$ cat config.mk
export PLATFORM = sky130hd
export DESIGN_NAME = tm_match_top
export DESIGN_NICKNAME = d
export VERILOG_FILES = /design/src/rtl/tm_pkg.sv /design/src/rtl/tm_xor_clean.sv /design/src/rtl/tm_accum.sv /design/src/rtl/tm_best.sv /design/src/rtl/tm_match_top.sv
export SDC_FILE = /design/constraint.sdc
export NUM_CORES = 1
export LEC_CHECK = 0
export BUFFER_PORTS_ARGS = -buffer_cell sky130_fd_sc_hd__buf_2
export CAP_MARGIN = 20
export CELL_PAD_IN_SITES_DETAIL_PLACEMENT = 1
export CELL_PAD_IN_SITES_GLOBAL_PLACEMENT = 2
export CORE_MARGIN = 2
export CORE_UTILIZATION = 35
export CTS_CLUSTER_DIAMETER = 50
export DETAILED_ROUTE_END_ITERATION = 16
export GPL_ROUTABILITY_DRIVEN = 0
export PLACE_DENSITY = 0.79
export SLEW_MARGIN = 20
export SYNTH_ARGS = -nofsm -noshare
export SYNTH_HDL_FRONTEND = slang
export SYNTH_SLANG_ARGS = --single-unit
$ cat constraint.sdc
create_clock -name clk -period 24.1 [get_ports clk]
set_input_delay 4.82 -clock clk [delete_from_list [all_inputs] [get_ports clk]]
set_output_delay 4.82 -clock clk [all_outputs]
set_load 0.005 [all_outputs]
$ cat src/rtl/tm_pkg.sv
package tm_pkg;
  // number of set bits in the low n bits of v
  function automatic int unsigned ones_in(input logic [31:0] v, input int unsigned n);
    int unsigned c;
    c = 0;
    for (int unsigned k = 0; k < 32; k++)
      if (k < n && v[k]) c++;
    return c;
  endfunction
endpackage

$ cat src/rtl/tm_xor_clean.sv
module tm_xor_clean #(
  parameter int PB = 8
) (
  input  logic [PB-1:0] unk,
  input  logic [PB-1:0] tpl,
  input  logic          left_in,
  input  logic          clean_en,
  output logic [PB-1:0] diff,
  output logic [PB-1:0] kept
);
  // bit PB-1 is the leftmost pixel; its left neighbour arrives in left_in
  logic [PB-1:0] left_nb;
  assign diff    = unk ^ tpl;
  assign left_nb = {left_in, diff[PB-1:1]};
  assign kept    = clean_en ? (diff & left_nb) : diff;
endmodule

$ cat src/rtl/tm_accum.sv
module tm_accum #(
  parameter int PB    = 8,
  parameter int CNT_W = 16
) (
  input  logic             clk,
  input  logic             rst_n,
  input  logic             take,
  input  logic             first,
  input  logic [PB-1:0]    bits,
  output logic [CNT_W-1:0] sum_next
);
  import tm_pkg::*;
  localparam int PC_W = $clog2(PB + 1);
  localparam logic [CNT_W-1:0] TOP_VAL = {CNT_W{1'b1}};

  logic [CNT_W-1:0] acc_q;
  logic [PC_W-1:0]  pc;
  logic [CNT_W:0]   wide;
  logic [CNT_W-1:0] base;

  assign pc   = PC_W'(ones_in(32'(bits), PB));
  assign base = first ? '0 : acc_q;
  assign wide = {1'b0, base} + (CNT_W+1)'(pc);
  assign sum_next = wide[CNT_W] ? TOP_VAL : wide[CNT_W-1:0];

  always_ff @(posedge clk) begin
    if (!rst_n)    acc_q <= '0;
    else if (take) acc_q <= sum_next;
  end
endmodule

$ cat src/rtl/tm_best.sv
module tm_best #(
  parameter int CNT_W = 16,
  parameter int IDX_W = 4
) (
  input  logic             clk,
  input  logic             rst_n,
  input  logic             start,
  input  logic             done,
  input  logic [CNT_W-1:0] cnt,
  input  logic [IDX_W-1:0] idx,
  input  logic [CNT_W-1:0] thr,
  output logic [CNT_W-1:0] best_count,
  output logic [IDX_W-1:0] best_index,
  output logic             reject
);
  logic             fresh_q;
  logic             adopt;
  logic [CNT_W-1:0] new_best;

  // strict less-than keeps the earlier index on a tie
  assign adopt    = start || fresh_q || (cnt < best_count);
  assign new_best = adopt ? cnt : best_count;

  always_ff @(posedge clk) begin
    if (!rst_n) begin
      fresh_q    <= 1'b1;
      best_count <= '0;
      best_index <= '0;
      reject     <= 1'b0;
    end else if (done) begin
      fresh_q    <= 1'b0;
      best_count <= new_best;
      if (adopt) best_index <= idx;
      reject     <= new_best > thr;
    end else if (start) begin
      fresh_q    <= 1'b1;
    end
  end
endmodule

$ cat src/rtl/tm_match_top.sv
module tm_match_top #(
  parameter int IMG_W = 256,
  parameter int IMG_H = 256,
  parameter int CNT_W = 16,
  parameter int IDX_W = 4
) (
  input  logic             clk,
  input  logic             rst_n,
  input  logic             s_valid,
  output logic             s_ready,
  input  logic             s_sop,
  input  logic             s_new_search,
  input  logic [7:0]       s_unk,
  input  logic [7:0]       s_tpl,
  input  logic             cfg_denoise,
  input  logic [CNT_W-1:0] cfg_threshold,
  output logic             res_valid,
  input  logic             res_ready,
  output logic [CNT_W-1:0] res_count,
  output logic [IDX_W-1:0] res_index,
  output logic [CNT_W-1:0] best_count,
  output logic [IDX_W-1:0] best_index,
  output logic             reject
);
  localparam int PB         = 8;
  localparam int LINE_BYTES = IMG_W / PB;
  localparam int PASS_BYTES = LINE_BYTES * IMG_H;
  localparam int LP_W       = $clog2(LINE_BYTES + 1);
  localparam int TP_W       = $clog2(PASS_BYTES + 1);

  logic             open_q, clean_q, left_q;
  logic [LP_W-1:0]  line_q, line_eff;
  logic [TP_W-1:0]  tot_q, tot_eff;
  logic [IDX_W-1:0] idx_q, nxt_idx_q, idx_eff;
  logic             beat, take, first, last, clean_eff, left_eff;
  logic [PB-1:0]    diff, kept;
  logic [CNT_W-1:0] sum_next;

  assign s_ready   = !res_valid;
  assign beat      = s_valid && s_ready;
  assign first     = beat && s_sop;
  assign take      = beat && (s_sop || open_q);
  assign line_eff  = first ? '0 : line_q;
  assign tot_eff   = first ? '0 : tot_q;
  assign clean_eff = first ? cfg_denoise : clean_q;
  assign left_eff  = (line_eff == '0) ? 1'b0 : left_q;
  assign idx_eff   = first ? (s_new_search ? '0 : nxt_idx_q) : idx_q;
  assign last      = take && (tot_eff == TP_W'(PASS_BYTES - 1));

  tm_xor_clean #(.PB(PB)) u_xc (
    .unk(s_unk), .tpl(s_tpl), .left_in(left_eff), .clean_en(clean_eff),
    .diff(diff), .kept(kept)
  );

  tm_accum #(.PB(PB), .CNT_W(CNT_W)) u_acc (
    .clk(clk), .rst_n(rst_n), .take(take), .first(first),
    .bits(kept), .sum_next(sum_next)
  );

  tm_best #(.CNT_W(CNT_W), .IDX_W(IDX_W)) u_best (
    .clk(clk), .rst_n(rst_n), .start(first && s_new_search), .done(last),
    .cnt(sum_next), .idx(idx_eff), .thr(cfg_threshold),
    .best_count(best_count), .best_index(best_index), .reject(reject)
  );

  // pass framing and pixel-neighbour carry
  always_ff @(posedge clk) begin
    if (!rst_n) begin
      open_q    <= 1'b0;
      clean_q   <= 1'b0;
      left_q    <= 1'b0;
      line_q    <= '0;
      tot_q     <= '0;
      idx_q     <= '0;
      nxt_idx_q <= '0;
    end else if (take) begin
      open_q  <= !last;
      clean_q <= clean_eff;
      left_q  <= diff[0];
      idx_q   <= idx_eff;
      line_q  <= (line_eff == LP_W'(LINE_BYTES - 1)) ? '0 : line_eff + 1'b1;
      tot_q   <= tot_eff + 1'b1;
      if (last) nxt_idx_q <= idx_eff + 1'b1;
    end
  end

  // single-entry result holder
  always_ff @(posedge clk) begin
    if (!rst_n) begin
      res_valid <= 1'b0;
      res_count <= '0;
      res_index <= '0;
    end else if (last) begin
      res_valid <= 1'b1;
      res_count <= sum_next;
      res_index <= idx_eff;
    end else if (res_valid && res_ready) begin
      res_valid <= 1'b0;
    end
  end
endmodule

==> results.sh <==
export IMPL_synth_seq_cells=90
export IMPL_yosys_area_share_xor_xnor_pct=8.167
export IMPL_dp_hpwl_um=12780
export IMPL_cp_slowest_cell="nor2b_1"
export IMPL_reg2reg_slack_ns=13.35
export IMPL_slew_headroom_pct=37.87
export IMPL_max_vdd_ir_drop_mv=0.03763
export IMPL_grt_pass1_vias=5714
export IMPL_io_pins=82
export IMPL_power_total_uw=497.2
export IMPL_track_usage_pct=19.41
export IMPL_min_period_ns=14.93
export IMPL_worst_pin_slew_ns=0.9253
export IMPL_nets=909
export IMPL_max_freq_mhz=66.97
export IMPL_grt_overflow=0
export IMPL_synth_fp_nets=846
export IMPL_ys_warn_count=0
export IMPL_drcViolationCount=0
export IMPL_fin_skew_ns=0.01098
export IMPL_setup_viol=0
export IMPL_utilization_pct=40.46
export IMPL_rsz0062_at_grt="false"
export IMPL_seq_power_share_pct=31.1
export IMPL_synthAdderAreaFrac_pct=10.07
export IMPL_cellLeakagePower_nw=3.475
export IMPL_synth_edf_count=0
export IMPL_synth_top_family_by_area="simple AND/OR/NAND/NOR gates"
export IMPL_critPathMaxStageDelay_ns=0.71
export IMPL_h_tree_depth=3
export IMPL_synth_compound_area_share_pct=21.56
export IMPL_antenna_left=0
export IMPL_arrival_ns=15.16
export IMPL_worst_setup_path_end_kind="register"
export IMPL_hold_path_class="register to register"
export IMPL_p_comb_share_pct=41.6
export IMPL_fin_setup_tns_ns=0
export IMPL_wire_per_inst_um=16.36
export IMPL_cp_start_kind="primary input"
export IMPL_netlist_area_um2=6036
export IMPL_clockBufferDepth=2
export IMPL_die_w_um=135.3
export IMPL_cp_max_fo=40
export IMPL_syn_inst=759
export IMPL_dr_pass1_iters=5
export IMPL_cts_setup_buffers=0
export IMPL_avgSynthCellArea_um2=7.952
export IMPL_ys_types=59
export IMPL_grt_max_degree=87
export IMPL_dr_total_vias=5483
export IMPL_cp_common_cell="a21oi_1"
export IMPL_power_density_nw_per_um2=72.04
export IMPL_cts_tree="yes"
export IMPL_p_clk_share_pct=27.3
export IMPL_antenna_cells=0
export IMPL_grt_pass1_wl_um=28280
export IMPL_clk_latency_ns=0.35
export IMPL_switchingPower_uw=188.9
export IMPL_clk_pin_slew_worst_paths_ns=0.07
export IMPL_crit_type="primary input to register"
export IMPL_status="finished clean"
export IMPL_cts_hold_buf=0
export IMPL_die_height_um=135.3
export IMPL_p_int_uw=308.3
export IMPL_start_util_pct=35.39
export IMPL_max_cap_viol_count=0
export IMPL_async_reset_ff_share_pct=0
export IMPL_port_buffers=81
export IMPL_clock_sinks=90
export IMPL_cts_resized=0
export IMPL_area_growth_pct=14.34
export IMPL_antenna_found_initial=0
export IMPL_worstPathRequired_ns=24.33
export IMPL_finalHoldViolations=0
export IMPL_clock_root_buffer="clkbuf_16"
export IMPL_drt_iter0_drc=309
export IMPL_layout_worst_path_cycle_share_pct=61.96
export IMPL_synth_area_mux_share_pct=1.741
export IMPL_drive_gt1_share_pct=14.03
export IMPL_synth_simple_area_share_pct=22.55
export IMPL_dieArea_um2=18310
export IMPL_post_drt_via_cell_ratio=5.212
export IMPL_ys_flop_type="dfxtp_1"
export IMPL_coreArea_um2=17060
export IMPL_rows=48
export IMPL_slew_violations=0
export IMPL_ys_seq_area_share_pct=29.85
export IMPL_swShare_pct=37.99
export IMPL_numCtsBuffers=9
export IMPL_totalWireLength_um=17210
## flip-flops by register name (all words and copies together), names as in the netlist, 4 cells and up
name,count
res_index,4
u_best.best_count,16
res_count,16
tot_q,14
line_q,6
u_acc.acc_q,16
u_best.best_index,4
idx_q,4
nxt_idx_q,4
## through the flow
step	instance area [µm²]	cells	hold slack [ns]	setup slack, ns
5_1_grt	6902	1052	0.5009	8.233
2_1_floorplan	6036	759	0.4361	10.72
4_1_cts	6902	1052	0.4766	9.142
3_3_place_gp	6628	1036	0.4457	9.280
6_report	6902	1052	0.4694	9.167
3_5_place_dp	6628	1036	0.4660	8.829
## metal layers
| layer | GRT usage (%) | vias up | wire length, µm | share of wire, % |
|---|---|---|---|---|
| met5 | 0 | - | 0 | 0 |
| met4 | 6.019 | 0 | 266 | 1.5 |
| met3 | 3.367 | 18 | 440 | 2.6 |
| met2 | 34.69 | 74 | 8519 | 50 |
| met1 | 23.75 | 2652 | 7980 | 46 |
| li1 | - | 2739 | - | - |
## synthesized netlist by cell type, types with 10 or more instances
| cell | instances | area share (%) |
|---|---|---|
| xnor2_1 | 31 | 4.5 |
| a21boi_0 | 15 | 1.9 |
| nor2b_1 | 19 | 2.0 |
| clkbuf_1 | 24 | 1.5 |
| and2_1 | 15 | 1.6 |
| nand3_1 | 16 | 1.3 |
| nand4_1 | 13 | 1.3 |
| and3_1 | 11 | 1.1 |
| nand2_1 | 126 | 7.8 |
| a21oi_1 | 35 | 2.9 |
| o211a_1 | 45 | 7.5 |
| inv_1 | 57 | 3.5 |
| a21o_1 | 10 | 1.2 |
| nor2_1 | 48 | 3.0 |
| xor2_1 | 19 | 2.8 |
| o21ai_0 | 39 | 3.2 |
| ha_1 | 47 | 9.7 |
| dfxtp_1 | 90 | 30 |
## logic make-up (layout without fill, tap and decap cells)
kind of cell,Yosys count,after routing
compound gates,180,180
xor+xnor,52,52
fa+ha+maj,48,48
buf+inv,94,162
flops,90,90
mux,10,10
simple gates,285,285
## worst max-delay path, delay by kind of cell
family          cells  cell delay [ns]
fa+ha+maj           6             2.08
buf+inv             5             0.72
simple gates        6             1.72
compound gates     25             5.30
xor+xnor            3             0.48
## cells in the final DEF, fill, tap and decap left out, types with 3 or more instances in the layout
master	count
and4_1	3
nand3b_1	3
or3_1	5
ha_1	47
nand4_1	13
mux2_2	4
inv_6	4
a211o_1	3
dfxtp_1	90
buf_2	81
buf_4	7
nand3_1	16
nand2b_1	4
a2111oi_0	3
nor2b_1	19
a21o_1	10
inv_1	57
a31oi_1	3
a21oi_1	35
nor3_1	6
and3_1	11
o21ai_0	39
mux2i_1	6
xor2_1	19
nand2_1	126
o211a_1	45
a21boi_0	15
xnor2_1	31
clkbuf_16	9
o21a_1	6
nor3b_1	7
nor2_1	48
and2_1	15
## power by group through the flow
stage	clock, mW	sequential, mW	combinational (mW)
2_1_floorplan	0	0.157	0.153
3_3_place_gp	0	0.158	0.202
4_1_cts	0.140	0.155	0.210
5_1_grt	0.145	0.155	0.237
6_report	0.136	0.155	0.207
3_5_place_dp	0	0.158	0.209
## worst paths after layout
path	from	endpoint	depth (start not counted)
setup / recovery	s_sop	u_best.reject$_SDFFE_PN0P_	45
setup reg to reg	res_valid$_SDFFE_PN0P_	u_best.reject$_SDFFE_PN0P_	44
hold reg to reg	nxt_idx_q[0]$_SDFFE_PN0P_	nxt_idx_q[0]$_SDFFE_PN0P_	2
hold / removal	nxt_idx_q[0]$_SDFFE_PN0P_	nxt_idx_q[0]$_SDFFE_PN0P_	2
## cell type report
class / count / area [µm²]
repair buffers: 88 / 457.9
clock buffers: 10 / 229.0
fillers: 2117 / 10150
multi-input cells: 575 / 3869
inverters: 58 / 217.7
clock inverters: 6 / 45.04
well taps: 225 / 281.5
flip-flops and latches: 90 / 1802
Note: power is estimated with default switching activity, not from simulation.
